$ cat config.mk
export PLATFORM = sky130hd
export DESIGN_NAME = exc_entry_seq
export DESIGN_NICKNAME = d
export VERILOG_FILES = /design/src/rtl/exc_entry_pkg.sv /design/src/rtl/exc_entry_fsm.sv /design/src/rtl/exc_ctx_bank.sv /design/src/rtl/exc_vector_unit.sv /design/src/rtl/exc_entry_seq.sv
export SDC_FILE = /design/constraint.sdc
export NUM_CORES = 1
export LEC_CHECK = 0
export ABC_CLOCK_PERIOD_IN_PS = 1900
export BUFFER_PORTS_ARGS = -buffer_cell sky130_fd_sc_hd__buf_2
export CORE_AREA = 10 10 128 130
export CTS_CLUSTER_SIZE = 40
export DETAILED_ROUTE_END_ITERATION = 12
export DIE_AREA = 0 0 138 140
export PLACE_DENSITY = 0.63
export SKIP_LAST_GASP = 1
export SLEW_MARGIN = 15
export SYNTH_ARGS = -nofsm -noshare
export SYNTH_HDL_FRONTEND = slang
export SYNTH_SLANG_ARGS = --single-unit
$ cat constraint.sdc
create_clock -name clk -period 1.9 [get_ports clk]
set_clock_uncertainty 0.05 [all_clocks]
set_input_delay 0.19 -clock clk [delete_from_list [all_inputs] [get_ports clk]]
set_output_delay 0.19 -clock clk [all_outputs]
set_load 0.005 [all_outputs]
$ cat src/rtl/exc_entry_pkg.sv
package exc_entry_pkg;
    localparam int unsigned SR_MD_BIT   = 30;
    localparam int unsigned SR_RB_BIT   = 29;
    localparam int unsigned SR_BL_BIT   = 28;
    localparam int unsigned SR_IMASK_HI = 7;
    localparam int unsigned SR_IMASK_LO = 4;

    typedef enum logic [1:0] {
        ST_IDLE  = 2'd0,
        ST_PEND  = 2'd1,
        ST_ENTER = 2'd2
    } exc_state_e;
endpackage

$ cat src/rtl/exc_entry_fsm.sv
module exc_entry_fsm
    import exc_entry_pkg::*;
(
    input  logic clk,
    input  logic rst_n,
    input  logic irq_req,
    input  logic insn_boundary,
    input  logic blocked,
    output logic commit,
    output logic redirect
);
    exc_state_e state_q;
    exc_state_e state_d;

    // state register
    always_ff @(posedge clk) begin
        if (!rst_n) state_q <= ST_IDLE;
        else        state_q <= state_d;
    end

    // next-state: take / hold / drop / done
    always_comb begin
        state_d = state_q;
        unique case (state_q)
            ST_IDLE, ST_PEND: begin
                if (irq_req && !blocked) begin
                    if (insn_boundary) state_d = ST_ENTER;  // take
                    else               state_d = ST_PEND;   // hold
                end else begin
                    state_d = ST_IDLE;                      // drop
                end
            end
            ST_ENTER: state_d = ST_IDLE;                    // done
            default:  state_d = ST_IDLE;
        endcase
    end

    // outputs
    always_comb begin
        commit   = 1'b0;
        redirect = 1'b0;
        unique case (state_q)
            ST_IDLE, ST_PEND: commit = irq_req && !blocked && insn_boundary;
            ST_ENTER:         redirect = 1'b1;
            default:          commit = 1'b0;
        endcase
    end

    assert_enter_on_boundary_R2: assert property (@(posedge clk) disable iff (!rst_n)
        (state_q == ST_ENTER) |-> $past(insn_boundary));

    assert_single_pulse_R10: assert property (@(posedge clk) disable iff (!rst_n)
        redirect |=> !redirect);

    assert_no_take_blocked_R8: assert property (@(posedge clk) disable iff (!rst_n)
        (state_q == ST_ENTER) |-> !$past(blocked));
endmodule

$ cat src/rtl/exc_ctx_bank.sv
module exc_ctx_bank #(
    parameter int unsigned XLEN    = 32,
    parameter int unsigned CODE_W  = 12,
    parameter int unsigned NUM_EVT = 2
) (
    input  logic                           clk,
    input  logic                           rst_n,
    input  logic                           commit,
    input  logic [XLEN-1:0]                sr_in,
    input  logic [XLEN-1:0]                pc_in,
    input  logic [CODE_W-1:0]              code_in,
    output logic [XLEN-1:0]                ssr_q,
    output logic [XLEN-1:0]                spc_q,
    output logic [NUM_EVT-1:0][CODE_W-1:0] evt_q
);
    always_ff @(posedge clk) begin
        if (!rst_n) begin
            ssr_q <= '0;
            spc_q <= '0;
        end else if (commit) begin
            ssr_q <= sr_in;
            spc_q <= pc_in;
        end
    end

    for (genvar g = 0; g < NUM_EVT; g++) begin : g_evt
        always_ff @(posedge clk) begin
            if (!rst_n)      evt_q[g] <= '0;
            else if (commit) evt_q[g] <= code_in;
        end
    end

    for (genvar g = 1; g < NUM_EVT; g++) begin : g_evt_chk
        assert_evt_match_R3: assert property (@(posedge clk) disable iff (!rst_n)
            evt_q[g] == evt_q[0]);
    end

    assert_save_hold_R7: assert property (@(posedge clk) disable iff (!rst_n)
        !$past(commit) |-> ($stable(ssr_q) && $stable(spc_q)));
endmodule

$ cat src/rtl/exc_vector_unit.sv
module exc_vector_unit
    import exc_entry_pkg::*;
#(
    parameter int unsigned XLEN    = 32,
    parameter logic [31:0] VEC_OFS = 32'h0000_0600
) (
    input  logic            clk,
    input  logic            rst_n,
    input  logic            commit,
    input  logic [XLEN-1:0] sr_in,
    input  logic [XLEN-1:0] vbr_in,
    output logic [XLEN-1:0] sr_q,
    output logic [XLEN-1:0] pc_q
);
    localparam logic [XLEN-1:0] SET_MASK = (XLEN'(1) << SR_MD_BIT) |
                                           (XLEN'(1) << SR_RB_BIT) |
                                           (XLEN'(1) << SR_BL_BIT);
    localparam logic [XLEN-1:0] OFS = XLEN'(VEC_OFS);

    logic [XLEN-1:0] sr_next;
    logic [XLEN-1:0] pc_target;

    always_comb begin
        sr_next   = sr_in | SET_MASK;
        pc_target = vbr_in + OFS;
    end

    always_ff @(posedge clk) begin
        if (!rst_n) begin
            sr_q <= '0;
            pc_q <= '0;
        end else if (commit) begin
            sr_q <= sr_next;
            pc_q <= pc_target;
        end
    end

    assert_mask_kept_R5: assert property (@(posedge clk) disable iff (!rst_n)
        $past(commit) |-> (sr_q[SR_IMASK_HI:SR_IMASK_LO] == $past(sr_in[SR_IMASK_HI:SR_IMASK_LO])));

    assert_vector_R6: assert property (@(posedge clk) disable iff (!rst_n)
        $past(commit) |-> (pc_q == $past(vbr_in) + OFS));
endmodule

$ cat src/rtl/exc_entry_seq.sv
module exc_entry_seq
    import exc_entry_pkg::*;
#(
    parameter int unsigned XLEN    = 32,
    parameter int unsigned CODE_W  = 12,
    parameter logic [31:0] VEC_OFS = 32'h0000_0600
) (
    input  logic              clk,
    input  logic              rst_n,
    input  logic              irq_req,
    input  logic [CODE_W-1:0] irq_code,
    input  logic              insn_boundary,
    input  logic [XLEN-1:0]   sr_in,
    input  logic [XLEN-1:0]   pc_in,
    input  logic [XLEN-1:0]   vbr_in,
    output logic [XLEN-1:0]   sr_out,
    output logic [XLEN-1:0]   ssr,
    output logic [XLEN-1:0]   spc,
    output logic [CODE_W-1:0] evt_a,
    output logic [CODE_W-1:0] evt_b,
    output logic [XLEN-1:0]   pc_new,
    output logic              redirect
);
    localparam int unsigned NUM_EVT = 2;

    logic                           commit;
    logic [NUM_EVT-1:0][CODE_W-1:0] evt_q;

    exc_entry_fsm u_fsm (
        .clk           (clk),
        .rst_n         (rst_n),
        .irq_req       (irq_req),
        .insn_boundary (insn_boundary),
        .blocked       (sr_in[SR_BL_BIT]),
        .commit        (commit),
        .redirect      (redirect)
    );

    exc_ctx_bank #(.XLEN(XLEN), .CODE_W(CODE_W), .NUM_EVT(NUM_EVT)) u_ctx (
        .clk     (clk),
        .rst_n   (rst_n),
        .commit  (commit),
        .sr_in   (sr_in),
        .pc_in   (pc_in),
        .code_in (irq_code),
        .ssr_q   (ssr),
        .spc_q   (spc),
        .evt_q   (evt_q)
    );

    exc_vector_unit #(.XLEN(XLEN), .VEC_OFS(VEC_OFS)) u_vec (
        .clk    (clk),
        .rst_n  (rst_n),
        .commit (commit),
        .sr_in  (sr_in),
        .vbr_in (vbr_in),
        .sr_q   (sr_out),
        .pc_q   (pc_new)
    );

    assign evt_a = evt_q[0];
    assign evt_b = evt_q[1];

    assert_save_copy_R4: assert property (@(posedge clk) disable iff (!rst_n)
        redirect |-> (ssr == $past(sr_in) && spc == $past(pc_in)));

    assert_load_with_strobe_R7: assert property (@(posedge clk) disable iff (!rst_n)
        !redirect |-> ($stable(sr_out) && $stable(pc_new) && $stable(evt_a)));

    assert_control_bits_R5: assert property (@(posedge clk) disable iff (!rst_n)
        redirect |-> (sr_out[SR_MD_BIT] && sr_out[SR_RB_BIT] && sr_out[SR_BL_BIT]));
endmodule

==> metrics.log <==
INFO  metric dr.first_iter.drc_count = 153
INFO  metric synthesis.nets = 679
INFO  metric worst_path_max_delay_cell = and2_4
INFO  metric r2r.worst_path.cells = 5
INFO  metric synthesis.instances = 566
INFO  metric fillers = ~1400
INFO  metric reg2reg_from = u_fsm.state_q[1]
INFO  metric detail_routed_net_length_per_standard_cell = ~15 um
INFO  metric tns = 0 ns
INFO  metric detailedPlace.worstSlack = 0.0434 ns
INFO  metric post-route-min-period = 1.68 ns
INFO  metric final_hold_slack = ~0.035 ns
INFO  metric report.final.setup_viol = 0
INFO  metric placementRows = 43
INFO  metric fraction_of_layout_cells_with_a_size_suffix_above_1 = between 30% and 40%
INFO  metric clkLatencyLatePin = around 0.34 ns
INFO  metric startpoint_type = flip-flop
INFO  metric worst_ep_arrival_time = 1.90 ns
INFO  metric avgViaCountPerCell = between 4 and 5
INFO  metric initial_antenna_violation_count = 0
INFO  metric run_status = finished clean
INFO  metric detailedPlacementHpwl = 11.1 mm
INFO  metric timing.critical_path.slowest_cell_delay = 0.40 ns
INFO  metric critPathRequiredTime = around 2.1 ns
INFO  metric clock.fmax = around 0.6 GHz
INFO  metric die_y = 140 um
INFO  metric first_global_vias = about 4200
INFO  metric hold_path_end = u_ctx.spc_q[2]
INFO  metric fp.dieArea = around 19000 um^2
INFO  metric hold_depth = 3
INFO  metric ios = 265
INFO  metric post_synth_instance_area = 4730 um^2
INFO  metric finalWeightedCongestion = ~0.79
INFO  metric place.port_buffers = ~260
INFO  metric clock_tree.htree_level_count = 3
INFO  metric vdd_ir_drop_max = 0.354 mV
INFO  metric clkSlewWorstSetupHoldPaths = 0.07 ns
INFO  metric finish.net_count = between 800 and 900
INFO  metric finish.utilization = 45.4%
INFO  metric top_library_cells_by_usage_in_the_layout_fill_and_taps_aside = buf_2, nand2_1, dfxtp_1, a21boi_0, o21ai_0
INFO  metric hold_path_startpoint = pc_in[2]
INFO  metric postSynthAreaPerCell = 8.35 um^2
INFO  metric grt_start_max_net_pins = 112
INFO  metric flow.area_growth_from_synthesis = 32.3%
INFO  metric gr-total-overflow = 0
INFO  metric hp-class = in -> reg
INFO  metric final.period_utilization = 88.4%
INFO  metric final_critical_path_setup_slack = 0.221 ns
INFO  metric remaining_drc_errors = 0
INFO  metric synth.lib_cells_used.distinct = 36
INFO  metric clock_sinks = 111
INFO  metric worst-path-max-fanout = 21
INFO  metric drv_slew = 0
INFO  metric detail-route-antenna-nets = 0
INFO  metric initial_core_util = 34.3%
INFO  metric clock_tree.root_cell = clkbuf_16
INFO  metric cts_buffers = 9
INFO  metric timing_hold_violations_final = 0
INFO  metric p_leak = 2.95 nW
INFO  metric dr.pass1.iters = 4
INFO  metric worst_slew_margin_rel = 63.8%
INFO  metric end_kind = flip-flop
INFO  metric tightest_slew = approximately 0.54 ns
INFO  metric critical_path_cell_by_cell = nor3b_1 > and2_4 > buf_4 > nand2_1 > a21boi_0
INFO  metric cts_setup_buffers = 0
INFO  metric setup.reg_to_reg.worst_slack = 0.22 ns
INFO  metric synth_seq_area_share = 47.0%
INFO  metric vias = ~4400
INFO  metric criticalPathCategory = reg -> reg
INFO  metric antenna_cells = 0
INFO  metric power_density = 781 nW/um^2
INFO  metric rr_endpoint = u_ctx.spc_q[4]
INFO  metric track_usage = 14.2%
INFO  metric total_of_warnings_raised_by_yosys = 0
INFO  metric grt_setup_unrepaired = no
INFO  metric clk_path_buf_depth = 2
INFO  metric post_cts_resized = 0
INFO  metric synth.ff_latch_count = around 110
INFO  metric cts_tree = done
INFO  metric maxCapViolations = 0
INFO  metric routed_wl = 14.7 mm
INFO  metric floorplan.core_area = 13800 um^2
INFO  metric die_width = 138 um
INFO  metric global_route_wire_length_before_repair = around 23 mm
INFO  metric layout.cells.most_common = buf_2
INFO  metric cts-hold-fix-buffers = 0
layer usage:
layer	global-route usage, %	vias to the layer above	routed length (um)
li1	-	2252	-
met1	16.6	1937	6390
met2	22.6	191	6700
met3	6.25	12	1480
met4	4.72	0	167
met5	0	-	0
critical path, delay by kind of cell, from the launching register on:
| kind | cells | cell delay, ns |
|---|---|---|
| AO/OA/AOI/OAI | 1 | 0.17 |
| flip-flops | 1 | 0.31 |
| AND/OR/NAND/NOR | 3 | 0.80 |
| buffers and inverters | 1 | 0.26 |
Yosys cell counts:
cell type | count | area (um^2)
a21boi_0 | 85 | 638
a21oi_1 | 8 | 40.0
a31oi_1 | 8 | 50.1
and2_1 | 2 | 12.5
and3_1 | 2 | 12.5
and3b_1 | 1 | 8.76
and4_1 | 2 | 17.5
buf_4 | 43 | 323
buf_6 | 1 | 11.3
clkbuf_1 | 37 | 139
dfxtp_1 | 111 | 2220
ha_1 | 1 | 12.5
inv_1 | 7 | 26.3
nand2_1 | 179 | 672
nand2_2 | 1 | 6.26
nand2b_1 | 1 | 6.26
nand3_1 | 4 | 20.0
nand3b_1 | 1 | 7.51
nand4_1 | 2 | 12.5
nand4_4 | 1 | 21.3
nor2_1 | 3 | 11.3
nor2b_1 | 1 | 6.26
nor3_1 | 7 | 35.0
nor3b_1 | 1 | 7.51
nor4_1 | 2 | 12.5
o211a_1 | 4 | 40.0
o211ai_1 | 1 | 7.51
o21a_1 | 4 | 30.0
o21ai_0 | 18 | 90.1
o31a_1 | 2 | 17.5
o31ai_1 | 6 | 45.0
or3_1 | 1 | 6.26
or4_1 | 7 | 52.6
or4_4 | 1 | 11.3
xnor2_1 | 9 | 78.8
xor2_1 | 2 | 17.5
cell families (layout without fill, tap and decap cells):
family                     after synthesis  count (layout)  synth area share [%]
xor gates and xnor gates                11              11                  2.04
adders and majority gates                1               1                 0.265
and+or+nand+nor                        219             219                  19.9
AOI/OAI and AO/OA                      136             136                  20.3
DFF                                    111             111                  47.0
buffers and inverters                   88             301                  10.6
registers in the layout, summed over array words and instances (netlist names):
register and flops:
u_ctx.evt_q 12, u_ctx.spc_q 32, u_ctx.ssr_q 32, u_fsm.state_q 2, u_vec.pc_q 32, u_vec.sr_q 1
through the flow:
step / total power, mW / instance area (um^2) / instances
after global routing: 5.12 / 6250 / 959
final: 4.89 / 6250 / 959
after global placement: 3.07 / 5960 / 943
after detailed placement: 3.07 / 5960 / 943
after floorplan: 2.78 / 4730 / 566
after CTS: 4.96 / 6250 / 959
power breakdown:
group / internal [mW] / total [mW] / leakage, nW / switching [mW]
Sequential: 2.41 / 2.46 / 0.903 / 0.0449
Clock: 1.03 / 1.88 / 0.136 / 0.856
Combinational: 0.270 / 0.549 / 1.91 / 0.279
final cells by class:
class	instances	area (um^2)	area share, %
clock buffers	11	233	3.72
flip-flops and latches	111	2220	35.5
well taps	180	225	3.60
repair buffers	278	1480	23.6
clock inverters	5	58.8	0.940
multi-input cells	367	2010	32.2
inverters	7	26.3	0.420
how the worst max path moves through the flow:
stage,from,endpoint,slack (ns),cells past startpoint
floorplan,vbr_in[20],u_vec.pc_q[26],0.28,5
global placement,vbr_in[22],u_vec.pc_q[29],0.07,5
detailed placement,vbr_in[22],u_vec.pc_q[29],0.04,5
CTS,u_fsm.state_q[1],u_ctx.spc_q[4],0.18,5
global route,u_fsm.state_q[1],u_ctx.spc_q[4],0.01,5
finish,u_fsm.state_q[1],u_ctx.spc_q[4],0.22,5
Note: power is estimated with default switching activity, not from simulation.
